==> src/rtl/psc_pkg.sv <==
package psc_pkg;
  typedef enum logic [2:0] {
    S_IDLE, S_ARM, S_LOAD, S_WAIT, S_REL, S_ACK
  } ctl_state_e;

  typedef enum logic {
    OP_PAUSE, OP_CHG
  } ctl_op_e;
endpackage

==> src/rtl/psc_sync.sv <==
module psc_sync #(
  parameter int W = 2
) (
  input  logic         clk_i,
  input  logic         rst_ni,
  input  logic [W-1:0] d_i,
  output logic [W-1:0] q_o
);
  for (genvar g = 0; g < W; g++) begin : g_bit
    logic s1_q, s2_q;
    always_ff @(posedge clk_i or negedge rst_ni) begin
      if (!rst_ni) begin
        s1_q <= 1'b0;
        s2_q <= 1'b0;
      end else begin
        s1_q <= d_i[g];
        s2_q <= s1_q;
      end
    end
    assign q_o[g] = s2_q;
  end
endmodule

==> src/rtl/psc_lut.sv <==
module psc_lut #(
  parameter int STAGES = 11,
  parameter int CODE_W = 3
) (
  input  logic [CODE_W-1:0] code_i,
  output logic [STAGES-1:0] tok_o,
  output logic [STAGES-1:0] stg_o
);
  localparam int FULL = (STAGES - 1) / 2;

  int n_act, n_tok, k;

  always_comb begin
    k = int'(code_i);
    if (k < FULL) begin
      n_act = STAGES;
      n_tok = STAGES - 1 - 2 * k;
    end else begin
      n_act = STAGES - 1;
      n_tok = STAGES - 3 - 2 * (k - FULL);
    end
    if (n_tok < 2) n_tok = 2;
    if (n_tok > n_act - 1) n_tok = n_act - 1;
    for (int i = 0; i < STAGES; i++) begin
      stg_o[i] = (i < n_act);
      tok_o[i] = (i < n_tok);
    end
  end
endmodule

==> src/rtl/psc_edge_cnt.sv <==
module psc_edge_cnt #(
  parameter int REF = 4
) (
  input  logic clk_i,
  input  logic rst_ni,
  input  logic en_i,
  input  logic ring_i,
  output logic eq_o
);
  localparam int CW = $clog2(REF + 1);

  logic          ring_q;
  logic [CW-1:0] cnt_q;
  logic          edge_w, fall_w;

  assign edge_w = ring_i ^ ring_q;
  assign fall_w = ring_q & ~ring_i;

  always_ff @(posedge clk_i or negedge rst_ni) begin
    if (!rst_ni) begin
      ring_q <= 1'b0;
      cnt_q  <= '0;
    end else begin
      ring_q <= ring_i;
      if (!en_i) cnt_q <= '0;
      else if (edge_w && cnt_q != CW'(REF)) cnt_q <= cnt_q + 1'b1;
    end
  end

  // stop only when the counted edge leaves the ring low
  assign eq_o = en_i & fall_w & (cnt_q >= CW'(REF - 1));
endmodule

==> src/rtl/psc_delay.sv <==
module psc_delay #(
  parameter int DLY = 3
) (
  input  logic clk_i,
  input  logic rst_ni,
  input  logic start_i,
  output logic done_o
);
  localparam int DW = $clog2(DLY + 1);

  logic [DW-1:0] cnt_q;

  always_ff @(posedge clk_i or negedge rst_ni) begin
    if (!rst_ni) cnt_q <= '0;
    else if (!start_i) cnt_q <= '0;
    else if (cnt_q != DW'(DLY)) cnt_q <= cnt_q + 1'b1;
  end

  assign done_o = start_i & (cnt_q == DW'(DLY));
endmodule

==> src/rtl/stop_clk_ctrl.sv <==
module stop_clk_ctrl
  import psc_pkg::*;
#(
  parameter int STAGES    = 11,
  parameter int CODE_W    = 3,
  parameter int REF_EDGES = 4,
  parameter int PAUSE_DLY = 3,
  parameter int CHG_DLY   = 4
) (
  input  logic              clk_i,
  input  logic              rst_ni,
  input  logic [CODE_W-1:0] freq_code_i,
  input  logic              chg_req_i,
  input  logic              pause_req_i,
  input  logic              ring_i,
  output logic [STAGES-1:0] tok_word_o,
  output logic [STAGES-1:0] stg_word_o,
  output logic              stop_o,
  output logic              clk_o,
  output logic              chg_done_o,
  output logic              pause_done_o
);
  ctl_state_e        state_q;
  ctl_op_e           op_q;
  logic [CODE_W-1:0] pend_code_q, cur_code_q;
  logic              stop_q, out_q, cfd_q, pcd_q;
  logic [1:0]        req_s;
  logic              pause_s, chg_s, eq_w, pdone_w, cdone_w;

  psc_sync #(.W(2)) u_sync (
    .clk_i (clk_i),
    .rst_ni(rst_ni),
    .d_i   ({pause_req_i, chg_req_i}),
    .q_o   (req_s)
  );
  assign pause_s = req_s[1];
  assign chg_s   = req_s[0];

  psc_lut #(.STAGES(STAGES), .CODE_W(CODE_W)) u_lut (
    .code_i(cur_code_q),
    .tok_o (tok_word_o),
    .stg_o (stg_word_o)
  );

  psc_edge_cnt #(.REF(REF_EDGES)) u_cnt (
    .clk_i (clk_i),
    .rst_ni(rst_ni),
    .en_i  (state_q == S_ARM),
    .ring_i(ring_i),
    .eq_o  (eq_w)
  );

  psc_delay #(.DLY(PAUSE_DLY)) u_pdly (
    .clk_i  (clk_i),
    .rst_ni (rst_ni),
    .start_i(state_q == S_WAIT && op_q == OP_PAUSE),
    .done_o (pdone_w)
  );

  psc_delay #(.DLY(CHG_DLY)) u_cdly (
    .clk_i  (clk_i),
    .rst_ni (rst_ni),
    .start_i(state_q == S_WAIT && op_q == OP_CHG),
    .done_o (cdone_w)
  );

  always_ff @(posedge clk_i or negedge rst_ni) begin
    if (!rst_ni) begin
      state_q     <= S_IDLE;
      op_q        <= OP_PAUSE;
      pend_code_q <= '0;
      cur_code_q  <= '0;
      stop_q      <= 1'b0;
      cfd_q       <= 1'b0;
      pcd_q       <= 1'b0;
    end else begin
      unique case (state_q)
        S_IDLE: begin
          if (pause_s) begin
            op_q    <= OP_PAUSE;
            state_q <= S_ARM;
          end else if (chg_s) begin
            op_q        <= OP_CHG;
            pend_code_q <= freq_code_i;
            state_q     <= S_ARM;
          end
        end
        S_ARM: begin
          if (eq_w) begin
            stop_q  <= 1'b1;
            state_q <= (op_q == OP_CHG) ? S_LOAD : S_WAIT;
          end
        end
        S_LOAD: begin
          cur_code_q <= pend_code_q;
          state_q    <= S_WAIT;
        end
        S_WAIT: begin
          if (pdone_w) begin
            pcd_q   <= 1'b1;
            state_q <= S_ACK;
          end else if (cdone_w) begin
            stop_q  <= 1'b0;
            state_q <= S_REL;
          end
        end
        S_REL: begin
          cfd_q   <= 1'b1;
          state_q <= S_ACK;
        end
        S_ACK: begin
          if (op_q == OP_PAUSE && !pause_s) begin
            pcd_q   <= 1'b0;
            stop_q  <= 1'b0;
            state_q <= S_IDLE;
          end else if (op_q == OP_CHG && !chg_s) begin
            cfd_q   <= 1'b0;
            state_q <= S_IDLE;
          end
        end
        default: state_q <= S_IDLE;
      endcase
    end
  end

  // registered gate: forced low from the stopping edge on
  always_ff @(posedge clk_i or negedge rst_ni) begin
    if (!rst_ni) out_q <= 1'b0;
    else         out_q <= (stop_q | eq_w) ? 1'b0 : ring_i;
  end

  assign stop_o       = stop_q;
  assign clk_o        = out_q;
  assign chg_done_o   = cfd_q;
  assign pause_done_o = pcd_q;
endmodule

==> config.mk <==
export PLATFORM = sky130hd
export DESIGN_NAME = stop_clk_ctrl
export DESIGN_NICKNAME = d
export VERILOG_FILES = /design/src/rtl/psc_pkg.sv /design/src/rtl/psc_sync.sv /design/src/rtl/psc_lut.sv /design/src/rtl/psc_edge_cnt.sv /design/src/rtl/psc_delay.sv /design/src/rtl/stop_clk_ctrl.sv
export SDC_FILE = /design/constraint.sdc
export NUM_CORES = 1
export LEC_CHECK = 0
export ABC_CLOCK_PERIOD_IN_PS = 4000
export BUFFER_PORTS_ARGS = -buffer_cell sky130_fd_sc_hd__buf_2
export CAP_MARGIN = 15
export CORE_ASPECT_RATIO = 0.9
export CORE_MARGIN = 2
export CORE_UTILIZATION = 42
export CTS_BUF_LIST = sky130_fd_sc_hd__clkbuf_16
export DETAILED_ROUTE_END_ITERATION = 10
export SETUP_SLACK_MARGIN = 0.4
export SYNTH_ARGS = -nofsm -noshare
export SYNTH_HDL_FRONTEND = slang
export SYNTH_SLANG_ARGS = --single-unit
==> constraint.sdc <==
create_clock -name clk_i -period 4 [get_ports clk_i]
set_input_delay 0.4 -clock clk_i [delete_from_list [all_inputs] [get_ports clk_i]]
set_output_delay 0.4 -clock clk_i [all_outputs]
set_load 0.02 [all_outputs]
# [Yosys cells after proc, flatten, opt, wreduce, memory -nomap -nowiden]
# Cells that the tools add are included.
# Widths: inputs -> output; s select.
[word_totals] out_inout_bits=26 register_bits=27 inputBits=8 word_cells=132
[op_classes] magnitude_cmp=26 reduce_logical=18 n_mux=32 bitwise=10 addsub=7 n_eq_ne=23
[ops] operator="$lt 4x32->1 const A" count=4
[ops] operator="$lt 5x32->1 const A" count=3
[ops] operator="$mux 32" count=3
[ops] operator="$lt 3x32->1 const A" count=2
[ops] operator="$mux 3" count=11
[ops] operator="$gt 32x32->1" count=1
[ops] operator="$lt 1x32->1 const A" count=1
[ops] operator="$lt 2x32->1 const A" count=1
[ops] operator="$lt 32x3->1 const B" count=1
[ops] operator="$sub 5x32->32 const A" count=1
[ops] operator="$ne 2x2->1 const B" count=11
[ops] operator="$pmux 3 s6" count=1
[ops] operator="$lt 3x4->1 const A" count=4
[ops] operator="$lt 4x4->1 const A" count=3
[ops] operator="$mux 1" count=12
[ops] operator="$ne 3x3->1 const B" count=4
[ops] operator="$eq 3x3->1 const B" count=3
[ops] operator="$reduce_and 3->1" count=3
[ops] operator="$lt 1x4->1 const A" count=2
[ops] operator="$lt 2x4->1 const A" count=2
[ops] operator="$add 3x1->3 const B" count=2
[ops] operator="$eq 3x2->1 const B" count=2
[ops] operator="$reduce_bool 2->1" count=3
[ops] operator="$and 1x1->1" count=5
[ops] operator="other kinds (22)" count=31

# [Depth between registers and ports, before layout]
# Gate-level depths: netlist (run 1).
[logic_depth] ltp_word=8 depth_mapped=14 ltp_nobuf=13

# [Hierarchy]
# A second synthesis (run 1) with hierarchy kept.
[unflattened] hier_cells=173 hier_area_um2=1752.9
[by_module_without_submodules] mod="stop_clk_ctrl" area_each_um2=706.9 instances=1 cells_each=62 seq_area_each_um2=350.3
[by_module_without_submodules] mod="psc_lut" area_each_um2=414.1 instances=1 cells_each=54 seq_area_each_um2=0.0
[by_module_without_submodules] mod="psc_edge_cnt" area_each_um2=245.2 instances=1 cells_each=25 seq_area_each_um2=100.1
[by_module_without_submodules] mod="psc_delay (u_cdly)" area_each_um2=170.2 instances=1 cells_each=18 seq_area_each_um2=75.1
[by_module_without_submodules] mod="psc_sync" area_each_um2=115.1 instances=1 cells_each=6 seq_area_each_um2=100.1
[by_module_without_submodules] mod="psc_delay (u_pdly)" area_each_um2=101.3 instances=1 cells_each=8 seq_area_each_um2=50.0

# [Worst setup path after synthesis (run 1)]
# OpenSTA, ideal clock, no wires.
[synth_timing] path_type="reg2out" start="register cur_code_q[1]" end="output tok_word_o[9]" required_time_ps=3600 arrival_ps=3331 path_buffers=1 slack_ps=269 stages_incl_launch_ff=15 cell_sequence="dfrtp_1 -> inv_1 -> ha_1 -> inv_1 -> ha_1 -> nand2_1 -> inv_1 -> ha_1 -> nor4bb_1 -> a31oi_1 -> nor3_2 -> ha_1 -> or2_2 -> buf_1 -> a211oi_1"
[synth_via] elab_chain_cells=8 elab_cells_between_ends=12 classes_between="add/sub: 4; order compare: 4; mux: 4"
[synth_rtl] item="from (decl)" line="stop_clk_ctrl.sv:25" rtl="logic [CODE_W-1:0] pend_code_q, cur_code_q;"
[synth_rtl] item="from (signal assigned)" line="stop_clk_ctrl.sv:95" rtl="cur_code_q <= pend_code_q;"
[synth_rtl] item="$sub 3x3->4" line="psc_lut.sv:20" rtl="n_tok = STAGES - 3 - 2 * (k - FULL);"
[synth_rtl] item="$sub 5x32->32" line="psc_lut.sv:20"
[synth_rtl] item="$mux 32" line="psc_lut.sv:15" rtl="if (k < FULL) begin"
[synth_rtl] item="$lt 32x3->1" line="psc_lut.sv:22" rtl="if (n_tok < 2) n_tok = 2;"
[synth_rtl] item="$mux 32" line="psc_lut.sv:22"
[synth_rtl] item="$gt 32x32->1" line="psc_lut.sv:23" rtl="if (n_tok > n_act - 1) n_tok = n_act - 1;"
[synth_rtl] item="$mux 32 (*)" line="psc_lut.sv:23"
[synth_rtl] item="$lt 5x32->1 (*)" line="psc_lut.sv:26" rtl="tok_o[i] = (i < n_tok);"
[synth_rtl] item="to (decl)" line="stop_clk_ctrl.sv:16" rtl="output logic [STAGES-1:0] tok_word_o,"
# Mark *: on every way between the ends. The rest lies on a longest branch, timed or not.

# [Worst setup path after layout (run 1)]
# Ends and elaborated chain as after synthesis.

==> run metrics, run 1 <==
status completed; Hold WS 0.1351 ns; Die ar. 4729 sq um; Setup crit start kind flop; Switching Power 0.0007987 W; RSZ-0062 raised after global routing yes; initial DRC count 29; Crit. End Element output pin; htree depth 1; f_max 287.7 MHz; first-pass GRT wire length 5.499 mm; final period demand of the worst path 3.476 ns; cell repeated most along the worst path inv_2; pin count of the biggest net entering global routing 28; critical-path maximum fanout 8; most frequent cells in the layout 26 x dfrtp_1, 19 x buf_2, 17 x nor2_1, 17 x ha_1, 14 x a21oi_1; # hold bufs at CTS 0; Pleak 0.9850 nW; number of flops mapped to enable cells by yosys 0; CTS Buf Count 3; Reg clk slew, reported paths 0.06 ns; maximum clock path buffer count 2; Via density 5.202; slack of the worst reg-to-reg path 2.17 ns; final WL 3.217 mm; clock skew 0.001988 ns; Hold Fails Final Rpt 0; total of max-cap violations 0; Cell variety after synth 46; GRT Overall Usage 14.37%; Starting Density 43.54%; fraction of layout cells with a size suffix above 1 28.04%; M1 WL 1.519 mm; worst path arrival time 3.08 ns; remaining antenna violation count 0; Flop pwr share 24.7%; vias in the first global route 1258; drt first pass iters 4; Synth Cell Area 1762 sq um; Setup TNS 0 ns; area grow syn2layout 19.03%; clk_lat worst skew 0.26 ns; Least-Margin Pin Slew 0.5793 ns; DRC viols 0; Die Ht 65.44 um; CP Cell Sequence inv_2, ha_4, inv_2, ha_4, inv_2, o21ai_2, ha_1, nor4bb_4, a31oi_2, nor3_2, ha_1, or2_4, a211oi_2, buf_4; R2R cell count 6; GRT overflow 0; Int Pwr 0.0009812 W; Comb pwr share 62.9%; relative slew slack 61.38%; Async S/R FF share, synth 100.0%; design area 2097 sq um; total clock sinks 27; Clock Tree Root clkbuf_16; RePlAce Congestion 0.8070; Tot Pwr 0.001780 W; Slew Viols, Final 0; initial antenna violation count 0; Ys Warns 0; WS Path Type reg -> out; io pins 34; Cell Pwr Density 848.8 nW/um^2; Critical Path Slowest Stage Cell dfrtp_1; top_reg_cell synth dfrtp_1; slowest stage delay, CP 0.40 ns; area post-placement 1864 sq um; register area share after synthesis 38.35%; CTS tree done; chip width 72.27 um; mean area per synthesized cell 9.421 sq um; Cells after Synth 187; switching share of power 44.87%; flops & latches, synth 27; routed vias 1363; IO Port Bufs 22; number of antenna diodes 0; final worst path period share 86.89%; clock share of power 12.4%; FP Rows 22; Post-DP HPWL 2.306 mm; Top Layer Used met4; commonest non-fill, non-tap cell in the layout dfrtp_1; Max IR drop VDD 0.3816 mV; NumNets Final 242; min-delay worst type in -> async; metal3 WL 138 um; # setup viols final 0; Critical Path RT 3.60 ns; Routed wire per std cell 12.28 um; Core ar. 4046 sq um; WL met2 1.538 mm
==> cell type report <==
type	count	area [sq um]
Fill cell	395	1949
Multi-Input combinational cell	139	1050
Sequential cell	27	676.9
Timing Repair Buffer	30	177.7
Clock buffer	3	75.07
Tap cell	48	60.06
Inverter	14	52.55
Clock inverter	1	5.005
==> worst paths after layout <==
check                                          start                    to
worst max register to register        u_cnt.cnt_q[0]                stop_o
worst min-delay path                          rst_ni       u_cdly.cnt_q[1]
min in group clk_i                       pause_req_i  u_sync.g_bit[1].s1_q
max in group asynchronous                     rst_ni         cur_code_q[0]
worst min register to register  u_sync.g_bit[1].s1_q  u_sync.g_bit[1].s2_q
worst max-delay path                   cur_code_q[1]         tok_word_o[9]
==> layer usage <==
layer | GRT usage (%) | up-vias
met1 | 19.86 | 638
met5 | 0 | -
li1 | - | 686
met3 | 2.301 | 2
met4 | 2.830 | 0
met2 | 23.85 | 37
==> synth_stat cells, drive strengths merged, types with 2 or more instances <==
library cell   n  share of area [%]
a21o           3                1.3
nor3           3                1.4
nor2          17                3.6
buf           16                6.0
o32ai          2               0.99
ha            19                 13
mux2           6                3.8
nand2         14                3.0
or2            3                1.1
and3           2               0.71
xnor2          3                1.5
nor4           3                1.1
a31oi          2                1.1
inv           14                3.0
nand2b         3                1.1
nand3          2               0.57
o31ai          2               0.85
mux2i          2                1.1
o21ai          9                2.6
a41oi          2               0.99
dfrtp         27                 38
a21oi         15                4.5
conb           2               0.43
nor2b          2               0.71
==> repair_timing <==
item / 4_1_cts / 5_1_grt
pin swaps: 2 / 7
resized for setup: 8 / 16
endpoints found under the setup margin: 8 / 8
setup buffers: 5 / 3
==> power by group through the flow <==
stage / clock, W / combinational (W) / sequential (W)
2_1_floorplan: 0 / 0.000718 / 0.000428
3_3_place_gp: 0 / 0.000923 / 0.000445
3_5_place_dp: 0 / 0.000927 / 0.000446
4_1_cts: 0.000230 / 0.00100 / 0.000435
5_1_grt: 0.000246 / 0.00124 / 0.000450
6_report: 0.000221 / 0.00112 / 0.000439
==> cell families (layout without fill, tap and decap cells) <==
family | after synthesis | after routing | share of synthesized area, %
XOR/XNOR | 4 | 4 | 1.989
other | 2 | 11 | 0.4263
buffers and inverters | 30 | 48 | 9.020
adder cells (fa/ha/maj) | 19 | 19 | 13.49
multiplexers | 8 | 8 | 4.971
AO/OA/AOI/OAI | 42 | 42 | 15.48
AND/OR/NAND/NOR | 55 | 55 | 16.26
flip-flops | 27 | 27 | 38.35
==> flip-flops by register name (all words and copies together) (netlist names), 2 cells and up <==
| name | flops |
|---|---|
| u_sync.g_bit.s2_q | 2 |
| cur_code_q | 3 |
| u_cnt.cnt_q | 3 |
| state_q | 3 |
| u_cdly.cnt_q | 3 |
| pend_code_q | 3 |
| u_sync.g_bit.s1_q | 2 |
| u_pdly.cnt_q | 2 |
==> stage by stage <==
| stage | instances | util [%] | setup slack, ns |
|---|---|---|---|
| CTS | 259 | 49.41 | 0.4188 |
| floorplan | 196 | - | 0.4193 |
| finish | 262 | 51.82 | 0.5243 |
| global route | 262 | 51.82 | 0.3599 |
| global placement | 250 | 46.07 | 0.3695 |
| detailed placement | 250 | 46.07 | 0.3322 |
==> worst max-delay path: cells and delay by family (launching register included) <==
kind                       cells  cell delay, ns
AOI/OAI and AO/OA              3            0.35
adders and majority gates      4            0.90
buffers and inverters          4            0.38
DFF                            1            0.40
and+or+nand+nor                3            0.79
No activity file was read; power rests on OpenSTA's default activity.
==> run 2: changes to the inputs <==
--- a/config.mk
+++ b/config.mk
@@ -9,7 +9,7 @@
 export BUFFER_PORTS_ARGS = -buffer_cell sky130_fd_sc_hd__buf_2
 export CAP_MARGIN = 15
 export CORE_ASPECT_RATIO = 0.9
-export CORE_MARGIN = 2
+export CORE_MARGIN = 4
 export CORE_UTILIZATION = 42
 export CTS_BUF_LIST = sky130_fd_sc_hd__clkbuf_16
 export DETAILED_ROUTE_END_ITERATION = 10
==> run 2 against run 1 <==
Via count decreased by 0.37%. Core utilization fell by 0.41 points. Sequential cell count unchanged. Maximum frequency decreased by 1.1%. Design area fell by 0.12%. Total power grew 1.4%. Count of clock-buffer cells in the layout unchanged. Worst hold slack hardly changed. Setup slack worse by 0.038 ns. Wire length is 3.9% higher. Critical path type unchanged. Highest routed layer unchanged.
==> run metrics, run 2 (same netlist as run 1, synthesis figures left out) <==
status completed; total clock sinks 27; FP Rows 22; final period demand of the worst path 3.514 ns; routed vias 1358; chip width 76.27 um; Core ar. 4074 sq um; RePlAce Congestion 0.7786; Critical Path RT 3.60 ns; CTS tree done; CTS Buf Count 3; placed cell count 250; htree depth 1; R2R cell count 6; Hold WS 0.1354 ns; Setup TNS 0 ns; area grow syn2layout 18.89%; min-delay worst type in -> async; fraction of layout cells with a size suffix above 1 26.76%; remaining antenna violation count 0; drt first pass iters 4; number of antenna diodes 0; DP Worst Slack 0.3016 ns; Reg clk slew, reported paths 0.06 ns; clk_lat worst skew 0.26 ns; most frequent cells in the layout 27 x dfrtp_1, 18 x buf_2, 17 x nor2_1, 17 x ha_1, 14 x a21oi_1; final worst path period share 87.85%; # hold bufs at CTS 0; RSZ-0062 raised after global routing yes; clock skew 0.001940 ns; first-pass GRT wire length 5.540 mm; initial antenna violation count 0; RR Endpoint stop_o; Post-DP HPWL 2.408 mm; RR Startpoint u_cnt.cnt_q[0]; Clock Tree Root clkbuf_16; Via density 5.203; # setup viols final 0; pin count of the biggest net entering global routing 28; critical-path maximum fanout 10; Crit. End Element output pin; DRC viols 0; Tot Pwr 0.001805 W; Die ar. 5296 sq um; fin cells 261; initial DRC count 28; Routed wire per std cell 12.80 um; Hold Fails Final Rpt 0; maximum clock path buffer count 2; worst path arrival time 3.11 ns; commonest non-fill, non-tap cell in the layout dfrtp_1; NumNets Final 241; WS Path Type reg -> out; GRT overflow 0; Slew Viols, Final 0; slack of the worst reg-to-reg path 2.21 ns; total of max-cap violations 0; final WL 3.341 mm; io pins 34; relative slew slack 61.15%; Least-Margin Pin Slew 0.5828 ns; Die Ht 69.44 um; f_max 284.6 MHz; Pleak 0.9835 nW; vias in the first global route 1229; IO Port Bufs 22; Cell Pwr Density 861.8 nW/um^2; GRT Overall Usage 12.48%; Setup crit start kind flop; worst setup margin 0.4859 ns; Starting Density 43.24%; Max IR drop VDD 0.4076 mV
run 2: cell count changes in the layout (fill, tap and decap cells not counted), sizes merged:
cell | previous run | this run
buf | 30 | 29
run 2: how the worst max path moves through the flow:
stage	start	end	slack [ns]	cells after the start
CTS	cur_code_q[2]	tok_word_o[9]	0.44	11
finish	cur_code_q[1]	tok_word_o[2]	0.49	11
floorplan	cur_code_q[1]	tok_word_o[2]	0.42	14
detailed placement	cur_code_q[1]	tok_word_o[9]	0.30	14
global placement	cur_code_q[1]	tok_word_o[9]	0.37	14
global route	cur_code_q[1]	tok_word_o[9]	0.31	14
run 2: cell type report:
class	count	area (sq um)
Fill cell	390	1979
Sequential cell	27	675.6
Tap cell	48	60.06
Clock buffer	3	75.07
Inverter	14	52.55
Timing Repair Buffer	29	172.7
Clock inverter	1	5.005
Multi-Input combinational cell	139	1054
run 2: critical path, cell delays in order (launching register included):
cell	delay, ns
dfrtp_1	0.40
buf_4	0.15
ha_1	0.19
a21o_2	0.27
ha_1	0.31
nor4bb_4	0.32
a31oi_4	0.13
nor3_2	0.21
ha_1	0.27
or2_4	0.28
a41oi_1	0.16
buf_4	0.17
run 2: repair_timing:
item                       CTS  global route
resized for setup            9            14
hold endpoints to repair     0             0
setup buffers                3             4
cloned                       0             0
pin swaps                    3            10
setup endpoints to repair    8             8
run 2: routing by layer:
layer / track usage (%) / vias to the layer above / part of all wire [%]
met1: 16.63 / 633 / 45
met3: 3.377 / 4 / 5.6
li1: - / 687 / -
met5: 0 / - / 0
met2: 20.49 / 34 / 48
met4: 2.414 / 0 / 1.0
run 2: metrics by stage:
| stage | utilization [%] | instance area [sq um] |
|---|---|---|
| after floorplan | - | 1800 |
| after global placement | 45.76 | 1864 |
| after detailed placement | 45.76 | 1864 |
| after CTS | 49.45 | 2014 |
| after global routing | 51.41 | 2095 |
| final | 51.41 | 2095 |
run 2: power by group:
part | internal, W | switching, W
clock network | 0.000135 | 0.0000884
logic | 0.000502 | 0.000640
registers | 0.000352 | 0.0000876
==> run 3: changes to the inputs <==
--- a/config.mk
+++ b/config.mk
@@ -5,6 +5,7 @@
 export SDC_FILE = /design/constraint.sdc
 export NUM_CORES = 1
 export LEC_CHECK = 0
+export ABC_AREA = 1
 export ABC_CLOCK_PERIOD_IN_PS = 4000
 export BUFFER_PORTS_ARGS = -buffer_cell sky130_fd_sc_hd__buf_2
 export CAP_MARGIN = 15
@@ -13,6 +14,7 @@
 export CORE_UTILIZATION = 42
 export CTS_BUF_LIST = sky130_fd_sc_hd__clkbuf_16
 export DETAILED_ROUTE_END_ITERATION = 10
+export PLACE_DENSITY = 0.62
 export SETUP_SLACK_MARGIN = 0.4
 export SYNTH_ARGS = -nofsm -noshare
 export SYNTH_HDL_FRONTEND = slang
==> run 3 against run 2 <==
Synthesized cell count is 42% higher. Sequential cell count did not move. Core utilization up 4.6 points. Design area increased by 20%. Die area up 10%. Register-to-register slack gained 0.15 ns. Global-route usage rose by 1.3 points. Wire length increased by 27%. Synthesized area increased by 11%. Sequential share of layout area decreased by 5.4 points. Setup slack got worse by 0.13 ns. Largest cell class unchanged.
==> run metrics, run 3 <==
largest family of logic cells by synthesized area simple AND/OR/NAND/NOR gates; Synth Area in Simple Gates 25.56%; Critical Path Slowest Stage Cell dfrtp_1; f_max 274.7 MHz; min-delay worst type in -> async; Post-Synth XOR/XNOR Area 0.8923%; Ys Warns 0; initial antenna violation count 0; Least-Margin Pin Slew 0.6125 ns; Setup TNS 0 ns; WS Path Type reg -> out; initial DRC count 102; NumNets Final 324; GRT overflow 0; mean area per synthesized cell 7.380 sq um; Via density 4.757; Hold Fails Final Rpt 0; relative slew slack 59.16%; critical path buffer and inverter count 3; RSZ-0062 raised after global routing yes; # hold bufs at CTS 0; routed vias 1703; Post-DP HPWL 2.879 mm; area grow syn2layout 28.04%; Die ar. 5834 sq um; RePlAce Congestion 0.8069; critical-path maximum fanout 7; Core ar. 4489 sq um; cell taking the most area after synthesis dfrtp_1; count leader, synth nand2_1; CTS Buf Count 3; drt first pass iters 4; number of flops mapped to enable cells by yosys 0; CP Cell Sequence inv_2, ha_4, inv_2, ha_4, nand2_4, nand2_2, ha_4, or2_4, nand4_1, nor4b_4, ha_4, nor2_1, nand3_2, a21oi_2, buf_4; slowest stage delay, CP 0.40 ns; mux cell area share after synthesis 0%; CTS tree done; status completed; chip width 80.07 um; fraction of layout cells with a size suffix above 1 32.09%; pin count of the biggest net entering global routing 28; CP delay by family, top simple AND/OR/NAND/NOR gates; flops & latches, synth 27; number of antenna diodes 0; commonest non-fill, non-tap cell in the layout nand2_1; Synth Cell Area 1963 sq um; total clock sinks 27; Crit. End Element output pin; Critical Path RT 3.60 ns; clk_lat worst skew 0.26 ns; remaining antenna violation count 0; Clock Tree Root clkbuf_16; Die Ht 72.86 um; Commonest cells post-synth 60 x nand2_1, 41 x inv_1, 27 x dfrtp_1, 27 x nor2_1, 20 x o21ai_0; share of Yosys cell area claimed by the top area cell type 34.42%; top_reg_cell synth dfrtp_1; DRC viols 0; register area share after synthesis 34.42%; Setup crit start kind flop; Slew Viols, Final 0; final period demand of the worst path 3.640 ns; cell repeated most along the worst path ha_4; FP Rows 23; htree depth 1; total of max-cap violations 0; worst path arrival time 3.24 ns; Routed wire per std cell 11.88 um; io pins 34; final WL 4.253 mm; Synth area leaders dfrtp_1 34%, ha_1 12%, nand2_1 11%; final worst path period share 91.01%; Cells after Synth 266; maximum clock path buffer count 2; first-pass GRT wire length 6.527 mm; adder-cell share of the synthesized area 12.11%; Async S/R FF share, synth 100.0%; Starting Density 43.73%; GRT Overall Usage 13.78%; IO Port Bufs 22; most frequent cells in the layout 48 x nand2_1, 33 x inv_1, 27 x dfrtp_1; compound-cell area share of the yosys netlist 13.45%; Cell variety after synth 33; Reg clk slew, reported paths 0.07 ns; vias in the first global route 1473; clock skew 0.002076 ns; # setup viols final 0
run 3: cell types whose count changed in the layout (fill, tap and decap cells not counted), moves of 5 or more:
cell,before,now
mux2_1,5,0
nand2_4,0,10
o21ai_0,6,18
nor2_1,17,22
nand2_2,1,7
inv_1,9,33
ha_1,17,12
a21oi_2,1,6
nand2_1,13,48
nor2_2,0,5
run 3: final timing paths:
check                                  endpoint  depth (start not counted)                 start  slack (ns)
max                               tok_word_o[4]                         15         cur_code_q[1]        0.36
min in group clk_i         u_sync.g_bit[0].s1_q                          1             chg_req_i        0.24
max reg2reg                      pend_code_q[1]                          6            state_q[0]        2.36
min reg2reg                u_sync.g_bit[0].s2_q                          0  u_sync.g_bit[0].s1_q        0.35
min                             u_pdly.cnt_q[1]                          1                rst_ni        0.15
max in group asynchronous       u_cdly.cnt_q[2]                          1                rst_ni        3.45
run 3: per-layer routing:
metal | vias to the layer above | wire length [um] | global-route usage (%)
met5 | - | 0 | 0
met4 | 0 | 42 | 2.814
met3 | 6 | 166 | 2.963
met2 | 39 | 1977 | 20.77
met1 | 776 | 2067 | 20.39
li1 | 882 | - | -
run 3: kinds of logic after synthesis:
kind of cell,count (synthesis)
flip-flops,27
AO/OA/AOI/OAI,48
adder cells (fa/ha/maj),19
buffers and inverters,57
AND/OR/NAND/NOR,111
XOR/XNOR,2
other,2
run 3: what timing repair did:
action / in CTS / in global routing
endpoints found under the setup margin: 10 / 10
resized for setup: 11 / 62
pin swaps: 1 / 24
gates cloned: 0 / 0
buffers inserted: 4 / 4
run 3: metrics by stage:
step                std cells  cell area, sq um  hold WS, ns  util, %  worst slack (ns)
floorplan                 275              1997       0.1044        -            0.5202
global placement          346              2095       0.3322    46.66            0.4429
detailed placement        346              2095       0.3358    46.66            0.3683
CTS                       354              2235       0.1646    49.78            0.4044
global route              358              2514       0.1901    55.99            0.1957
finish                    358              2514       0.1458    55.99            0.3595
run 3: area by class of cell:
type / count / area (sq um)
fill: 405 / 1976
multi-input combinational: 191 / 1301
sequential: 27 / 675.6
timing repair buffer: 31 / 212.7
inverter: 43 / 163.9
tap: 62 / 77.57
clock buffer: 3 / 75.07
clock inverter: 1 / 7.507
Power of run 3 is not shown: default switching activity piles up to over one toggle a cycle in this logic, so the estimate is an artifact.
